[config.mk]
export PLATFORM = sky130hd
export DESIGN_NAME = rtc_secs_alarm
export DESIGN_NICKNAME = d
export VERILOG_FILES = /design/src/rtl/rtc_sa_pkg.sv /design/src/rtl/rtc_sa_presc.sv /design/src/rtl/rtc_sa_wgate.sv /design/src/rtl/rtc_secs_alarm.sv
export SDC_FILE = /design/constraint.sdc
export NUM_CORES = 1
export LEC_CHECK = 0
export ABC_AREA = 1
export BUFFER_PORTS_ARGS = -buffer_cell sky130_fd_sc_hd__buf_2
export CAP_MARGIN = 10
export CELL_PAD_IN_SITES_DETAIL_PLACEMENT = 1
export CELL_PAD_IN_SITES_GLOBAL_PLACEMENT = 2
export CORE_ASPECT_RATIO = 1.1
export CORE_MARGIN = 1.5
export CORE_UTILIZATION = 38
export DETAILED_ROUTE_END_ITERATION = 10
export PLACE_DENSITY_LB_ADDON = 0.1
export SKIP_CTS_REPAIR_TIMING = 1
export SKIP_LAST_GASP = 1
export SLEW_MARGIN = 10
export SYNTH_ARGS = -nofsm -noshare
export SYNTH_HDL_FRONTEND = slang
export SYNTH_SLANG_ARGS = --single-unit
[constraint.sdc]
create_clock -name clk -period 4.1 [get_ports clk]
set_input_delay 0.205 -clock clk [delete_from_list [all_inputs] [get_ports clk]]
set_output_delay 0.205 -clock clk [all_outputs]
set_load 0.02 [all_outputs]
[src/rtl/rtc_sa_pkg.sv]
package rtc_sa_pkg;
  localparam int ADDR_W = 6;
  localparam int DATA_W = 32;

  // register byte offsets
  localparam logic [ADDR_W-1:0] OFS_CTRL = 6'h00;
  localparam logic [ADDR_W-1:0] OFS_SECS = 6'h04;
  localparam logic [ADDR_W-1:0] OFS_ALRM = 6'h08;
  localparam logic [ADDR_W-1:0] OFS_TRIM = 6'h0C;
  localparam logic [ADDR_W-1:0] OFS_HIB  = 6'h20;
  localparam logic [ADDR_W-1:0] OFS_SCR  = 6'h34;

  // control bit positions
  localparam int CB_RDY  = 7;
  localparam int CB_HZF  = 6;
  localparam int CB_HZIE = 5;
  localparam int CB_ALF  = 4;
  localparam int CB_ALIE = 3;
  localparam int CB_ALEN = 2;
  localparam int CB_RUN  = 0;

  // sticky event flag: a written 0 clears it, a written 1 keeps it, an event sets it
  function automatic logic flag_upd(logic cur, logic wr, logic wbit, logic evt);
    return evt | (cur & ~(wr & ~wbit));
  endfunction

  function automatic logic [DATA_W-1:0] sec_next(logic [DATA_W-1:0] s);
    return s + 1'b1;
  endfunction

  function automatic logic alarm_hit(logic en, logic [DATA_W-1:0] nxt, logic [DATA_W-1:0] cmp);
    return en && (nxt == cmp);
  endfunction
endpackage

[src/rtl/rtc_sa_presc.sv]
module rtc_sa_presc #(
  parameter int DIV = 32768
) (
  input  logic clk,
  input  logic por_n,
  input  logic clr,
  output logic tick
);
  localparam int CW = (DIV > 1) ? $clog2(DIV) : 1;
  localparam logic [CW-1:0] LAST = CW'(DIV - 1);

  logic [CW-1:0] cnt_q;

  assign tick = !clr && (cnt_q == LAST);

  always_ff @(posedge clk or negedge por_n) begin
    if (!por_n)      cnt_q <= '0;
    else if (clr)    cnt_q <= '0;
    else if (tick)   cnt_q <= '0;
    else             cnt_q <= cnt_q + 1'b1;
  end

  generate
    if (DIV > 1) begin : g_gap
      p_tick_gap_r3: assert property (@(posedge clk) disable iff (!por_n)
        tick |=> !tick);
    end
  endgenerate
endmodule

[src/rtl/rtc_sa_wgate.sv]
module rtc_sa_wgate #(
  parameter int HOLD = 4
) (
  input  logic clk,
  input  logic por_n,
  input  logic soft_rst,
  input  logic we,
  output logic ready,
  output logic acc
);
  localparam int CW = $clog2(HOLD + 1);
  localparam logic [CW-1:0] HOLD_V = CW'(HOLD);

  logic [CW-1:0] busy_q;

  assign ready = (busy_q == '0);
  assign acc   = we && ready && !soft_rst;

  always_ff @(posedge clk or negedge por_n) begin
    if (!por_n)              busy_q <= '0;
    else if (soft_rst)       busy_q <= '0;
    else if (acc)            busy_q <= HOLD_V;
    else if (busy_q != '0)   busy_q <= busy_q - 1'b1;
  end

  // write-ready only drops because a write was presented
  p_ready_fall_r2: assert property (@(posedge clk) disable iff (!por_n)
    $fell(ready) |-> $past(we));
endmodule

[src/rtl/rtc_secs_alarm.sv]
module rtc_secs_alarm
  import rtc_sa_pkg::*;
#(
  parameter int TICK_DIV = 32768,
  parameter int WR_HOLD  = 4
) (
  input  logic        clk,
  input  logic        por_n,
  input  logic        soft_rst,
  input  logic [5:0]  bus_addr,
  input  logic        bus_we,
  input  logic [31:0] bus_wdata,
  output logic [31:0] bus_rdata,
  output logic        irq,
  output logic        pwr_off_req
);
  logic wready, w_acc, tick;
  logic wr_ctrl, wr_secs, wr_alrm, wr_trim, wr_hib, wr_scr;
  logic hz_evt, al_evt;
  logic hz_f, hz_ie, al_f, al_ie, al_en, cnt_en;
  logic [DATA_W-1:0] secs_q, alrm_q, trim_q, scr_q;
  logic hib_q;

  rtc_sa_wgate #(.HOLD(WR_HOLD)) u_wgate (
    .clk(clk), .por_n(por_n), .soft_rst(soft_rst), .we(bus_we),
    .ready(wready), .acc(w_acc)
  );

  rtc_sa_presc #(.DIV(TICK_DIV)) u_presc (
    .clk(clk), .por_n(por_n), .clr(soft_rst || !cnt_en), .tick(tick)
  );

  assign wr_ctrl = w_acc && (bus_addr == OFS_CTRL);
  assign wr_secs = w_acc && (bus_addr == OFS_SECS);
  assign wr_alrm = w_acc && (bus_addr == OFS_ALRM);
  assign wr_trim = w_acc && (bus_addr == OFS_TRIM);
  assign wr_hib  = w_acc && (bus_addr == OFS_HIB);
  assign wr_scr  = w_acc && (bus_addr == OFS_SCR);

  assign hz_evt = tick;
  assign al_evt = tick && !wr_secs && alarm_hit(al_en, sec_next(secs_q), alrm_q);

  // seconds count: kept through soft reset, a write beats a tick
  always_ff @(posedge clk or negedge por_n) begin
    if (!por_n)       secs_q <= '0;
    else if (wr_secs) secs_q <= bus_wdata;
    else if (tick)    secs_q <= sec_next(secs_q);
  end

  // scratchpad: only power-on reset clears it
  always_ff @(posedge clk or negedge por_n) begin
    if (!por_n)      scr_q <= '0;
    else if (wr_scr) scr_q <= bus_wdata;
  end

  always_ff @(posedge clk or negedge por_n) begin
    if (!por_n) begin
      {hz_f, hz_ie, al_f, al_ie, al_en, cnt_en} <= '0;
      alrm_q <= '0;
      trim_q <= '0;
      hib_q  <= 1'b0;
    end else if (soft_rst) begin
      {hz_f, hz_ie, al_f, al_ie, al_en, cnt_en} <= '0;
      alrm_q <= '0;
      trim_q <= '0;
      hib_q  <= 1'b0;
    end else begin
      hz_f <= flag_upd(hz_f, wr_ctrl, bus_wdata[CB_HZF], hz_evt);
      al_f <= flag_upd(al_f, wr_ctrl, bus_wdata[CB_ALF], al_evt);
      if (wr_ctrl) begin
        hz_ie  <= bus_wdata[CB_HZIE];
        al_ie  <= bus_wdata[CB_ALIE];
        al_en  <= bus_wdata[CB_ALEN];
        cnt_en <= bus_wdata[CB_RUN];
      end
      if (wr_alrm) alrm_q <= bus_wdata;
      if (wr_trim) trim_q <= bus_wdata;
      if (wr_hib)  hib_q  <= bus_wdata[0];
    end
  end

  always_comb begin
    bus_rdata = '0;
    case (bus_addr)
      OFS_CTRL: begin
        bus_rdata[CB_RDY]  = wready;
        bus_rdata[CB_HZF]  = hz_f;
        bus_rdata[CB_HZIE] = hz_ie;
        bus_rdata[CB_ALF]  = al_f;
        bus_rdata[CB_ALIE] = al_ie;
        bus_rdata[CB_ALEN] = al_en;
        bus_rdata[CB_RUN]  = cnt_en;
      end
      OFS_SECS: bus_rdata = secs_q;
      OFS_ALRM: bus_rdata = alrm_q;
      OFS_TRIM: bus_rdata = trim_q;
      OFS_HIB:  bus_rdata[0] = hib_q;
      OFS_SCR:  bus_rdata = scr_q;
      default:  bus_rdata = '0;
    endcase
  end

  assign irq         = (hz_f && hz_ie) || (al_f && al_ie);
  assign pwr_off_req = hib_q;

  p_busy_drop_r2: assert property (@(posedge clk) disable iff (!por_n)
    (bus_we && !wready && bus_addr == OFS_SCR) |=> $stable(scr_q));
  p_secs_hold_r3: assert property (@(posedge clk) disable iff (!por_n)
    (!cnt_en && !bus_we) |=> $stable(secs_q));
  p_hz_set_r4: assert property (@(posedge clk) disable iff (!por_n)
    tick |=> hz_f);
  p_alarm_gated_r5: assert property (@(posedge clk) disable iff (!por_n)
    $rose(al_f) |-> $past(al_en));
  p_event_wins_r6: assert property (@(posedge clk) disable iff (!por_n)
    al_evt |=> al_f);
  p_irq_source_r7: assert property (@(posedge clk) disable iff (!por_n)
    irq |-> (hz_f || al_f));
  p_hib_cause_r8: assert property (@(posedge clk) disable iff (!por_n)
    $rose(pwr_off_req) |-> $past(bus_we && bus_addr == OFS_HIB));
  p_scr_keep_r9: assert property (@(posedge clk) disable iff (!por_n)
    soft_rst |=> $stable(scr_q));
  p_soft_clear_r10: assert property (@(posedge clk) disable iff (!por_n)
    soft_rst |=> (!cnt_en && !pwr_off_req && alrm_q == '0 && wready));
  p_write_wins_r11: assert property (@(posedge clk) disable iff (!por_n)
    (tick && wr_secs) |=> (secs_q == $past(bus_wdata)));
endmodule

==> flow_metrics.tcl <==
set metrics [dict create \
    status "finished, final reports clean" \
    synthMuxAreaShare_pct 0.644 \
    core_region_area_um2 22100 \
    period_needed_ns 3.04 \
    finalInstanceArea_um2 9860 \
    num_vias 7975 \
    hold_violations 0 \
    nFillCells 2787 \
    async_flop_share_pct 100 \
    period_share_pct 74.1 \
    hold_class "in -> reg" \
    start_util_pct 38.7 \
    synth_cell_types 39 \
    cts_sinks 153 \
    drc 0 \
    synth_top_area_cell "dfrtp_1" \
    final_nets 1249 \
    crit_chain "inv_1, ha_1, inv_1, nor2_1, nand2_1, nor2_1, nand2_2, buf_4, mux2_2" \
    multi_input_area_um2 4080 \
    synth_area_leaders "dfrtp_1 45%, nand2_1 16%, o21ai_0 5.9%" \
    place_congestion 0.888 \
    layout-drive-gt1-share_pct 13.2 \
    worstMarginPinSlew_ns 1.06 \
    grt_max_degree 89 \
    wl_per_cell_um 18.8 \
    dp_hpwl_um 20700 \
    synth-adder-area-share_pct 0.586 \
    arrival_ns 3.35 \
    htree_levels 4 \
    clk_latency_ns 0.43 \
    power_frac_clock_pct 39.6 \
    power_frac_comb_pct 16.3 \
    totalPowerFinal_mw 4.05 \
    grt_usage_pct 25.4 \
    synth_area_um2 8550 \
    ys_ff_latch 153 \
    clock_path_buffers 2 \
    cts_tree "built" \
    cap_violations 0 \
    ys.flop_type "dfrtp_1" \
    finalMaxSlewViolations 0 \
    end_kind "register" \
    worst_setup_path_start_kind "register" \
    worstPathMaxFanout 38 \
    grt-ovfl-total 0 \
    synth_top_area_share_pct 44.8 \
    io_buffers 75 \
    grt_pass1_wl_um 46100 \
    dieArea_um2 23400 \
    leakage_nw 4.81 \
    yosysWarnings 0 \
    syn_inst 1136 \
    crit_type "reg -> reg" \
    cp_data_required_time_ns 4.41 \
    fp.dieW_um 146 \
    ir_worst_vdd_v 0.000251 \
    postRouteAntennaNets 0 \
    register_area_um2 3830 \
    rows 57 \
    antenna_found_initial 0 \
    cts_root_buf "clkbuf_16" \
    power_frac_seq_pct 44.1 \
    synthesis.area_per_instance_um2 7.52 \
    first_global_vias 8209 \
    ys_seq_area_share_pct 44.8 \
    numCtsBuffers 17 \
    powerDensity_nw_per_um2 411 \
    drtIter0Drc 332 \
    dr.pass1.iters 5 \
    crit_path_top_delay_cell "nand2_2" \
    switching_share_pct 32.5 \
    syn_nets 1182 \
    route.final.wire_length_um 28500 \
    area_growth_pct 15.4 \
    dpl_cell_area_um2 9270 \
    clk_pin_slew_ns 0.07 \
    p_int_mw 2.74 \
    finalSetupTns_ns 0 \
    synth_edf_count 0 \
    die_height_um 160 \
    synth-compound-area-share_pct 16.3 \
    io_pins 76 \
    skew_ns 0.00869 \
    synthSimpleGateAreaFrac_pct 28.4 \
    max_slew_margin_pct 29.4 \
    diodes 0 \
    fmax_ghz 0.329 \
    holdWs_ns 0.0531 \
    final_util_pct 44.6 \
    rsz0062_at_grt "false" \
    p_sw_mw 1.32 \
    finalSetupViolCount 0 \
    yosys.area_share.xor_xnor_pct 1.35 \
    cp_slowest_stage_delay_ns 0.64 \
    vias_per_cell 5.28 \
    synth_top_family_by_area "simple AND/OR/NAND/NOR gates" \
]
## power groups by stage
stage	clock network, mW	registers [mW]	logic (mW)
2_1_floorplan	0	1.76	0.457
3_3_place_gp	0	1.81	0.649
3_5_place_dp	0	1.81	0.663
4_1_cts	1.63	1.79	0.667
5_1_grt	1.68	1.81	0.751
6_report	1.60	1.79	0.660
## flip-flops by register name, indices dropped and copies added (netlist names)
signal and cells:
al_f 1, secs_q 32, alrm_q 32, pwr_off_req 1, scr_q 32, al_ie 1
trim_q 32, hz_f 1, u_wgate.busy_q 3, hz_ie 1, cnt_en 1, u_presc.cnt_q 15
al_en 1
## cell usage in the layout, fill, tap and decap left out, types with 3 or more instances in the layout
cell type / count
a21oi_1: 7
a221o_1: 21
a22oi_1: 15
buf_2: 74
buf_4: 13
clkbuf_16: 17
dfrtp_1: 153
ha_1: 4
inv_1: 122
inv_2: 8
inv_6: 8
inv_8: 3
mux2_2: 4
nand2_1: 368
nand2_2: 9
nand3_1: 75
nand4_1: 4
nor2_1: 90
nor2_2: 4
nor2_4: 6
nor3_1: 7
o2111ai_1: 7
o21ai_0: 101
o21ai_1: 6
o221ai_1: 28
o22ai_1: 23
xnor2_1: 3
xor2_1: 5
## worst max-delay path: cells and delay by family (launching register included)
kind	cells	cell delay (ns)
simple gates	4	1.49
buf+inv	3	0.59
mux	1	0.30
flops	1	0.36
fa+ha+maj	1	0.16
## routing by layer
layer / GRT usage [%] / share of wire, % / vias up
li1: - / - / 3905
met1: 35.1 / 48 / 3915
met2: 42.5 / 48 / 117
met3: 2.46 / 2.2 / 38
met4: 7.21 / 1.9 / 0
met5: 0 / 0 / -
## path summary, 6_finish.rpt
| path | startpoint | endpoint | slack, ns | depth (start not counted) |
|---|---|---|---|---|
| max | u_wgate.busy_q[0]$_DFFE_PN0P_ | scr_q[1]$_DFFE_PN0P_ | 1.06 | 9 |
| min | bus_wdata[8] | scr_q[8]$_DFFE_PN0P_ | 0.05 | 2 |
| max reg2reg | u_wgate.busy_q[0]$_DFFE_PN0P_ | scr_q[1]$_DFFE_PN0P_ | 1.06 | 9 |
| min reg2reg | u_presc.cnt_q[0]$_DFF_PN0_ | u_presc.cnt_q[0]$_DFF_PN0_ | 0.46 | 1 |
| max in group asynchronous | por_n | scr_q[6]$_DFFE_PN0P_ | 2.83 | 3 |
| min in group asynchronous | por_n | scr_q[11]$_DFFE_PN0P_ | 0.40 | 2 |
## cell type report
type                            instances  area share [%]
Clock inverter                         15            1.55
Clock buffer                           17            4.31
Tap cell                              295            3.74
Inverter                              132            5.03
Timing Repair Buffer                   90            5.16
Multi-Input combinational cell        809            41.4
Sequential cell                       153            38.8
## cells by family after synthesis
group	after synthesis
buffers and inverters	174
and+or+nand+nor	575
DFF	153
xor gates and xnor gates	10
muxes	5
adders and majority gates	4
AOI/OAI and AO/OA	215
## Yosys cell counts, types with 8 or more instances
cell	number
o22ai_1	23
inv_2	8
o221ai_1	28
nand3_1	75
dfrtp_1	153
a221o_1	21
buf_2	15
nor2_1	90
nand2_1	369
clkbuf_1	27
inv_1	122
o21ai_0	101
nand2_2	8
a21oi_1	8
a22oi_1	15
## stage by stage
| step | std cells | worst slack [ns] |
|---|---|---|
| global route | 1511 | 0.761 |
| floorplan | 1136 | 2.14 |
| finish | 1511 | 1.06 |
| CTS | 1510 | 1.03 |
| detailed placement | 1478 | 1.05 |
| global placement | 1478 | 1.14 |
(Power assumes the default switching activity.)
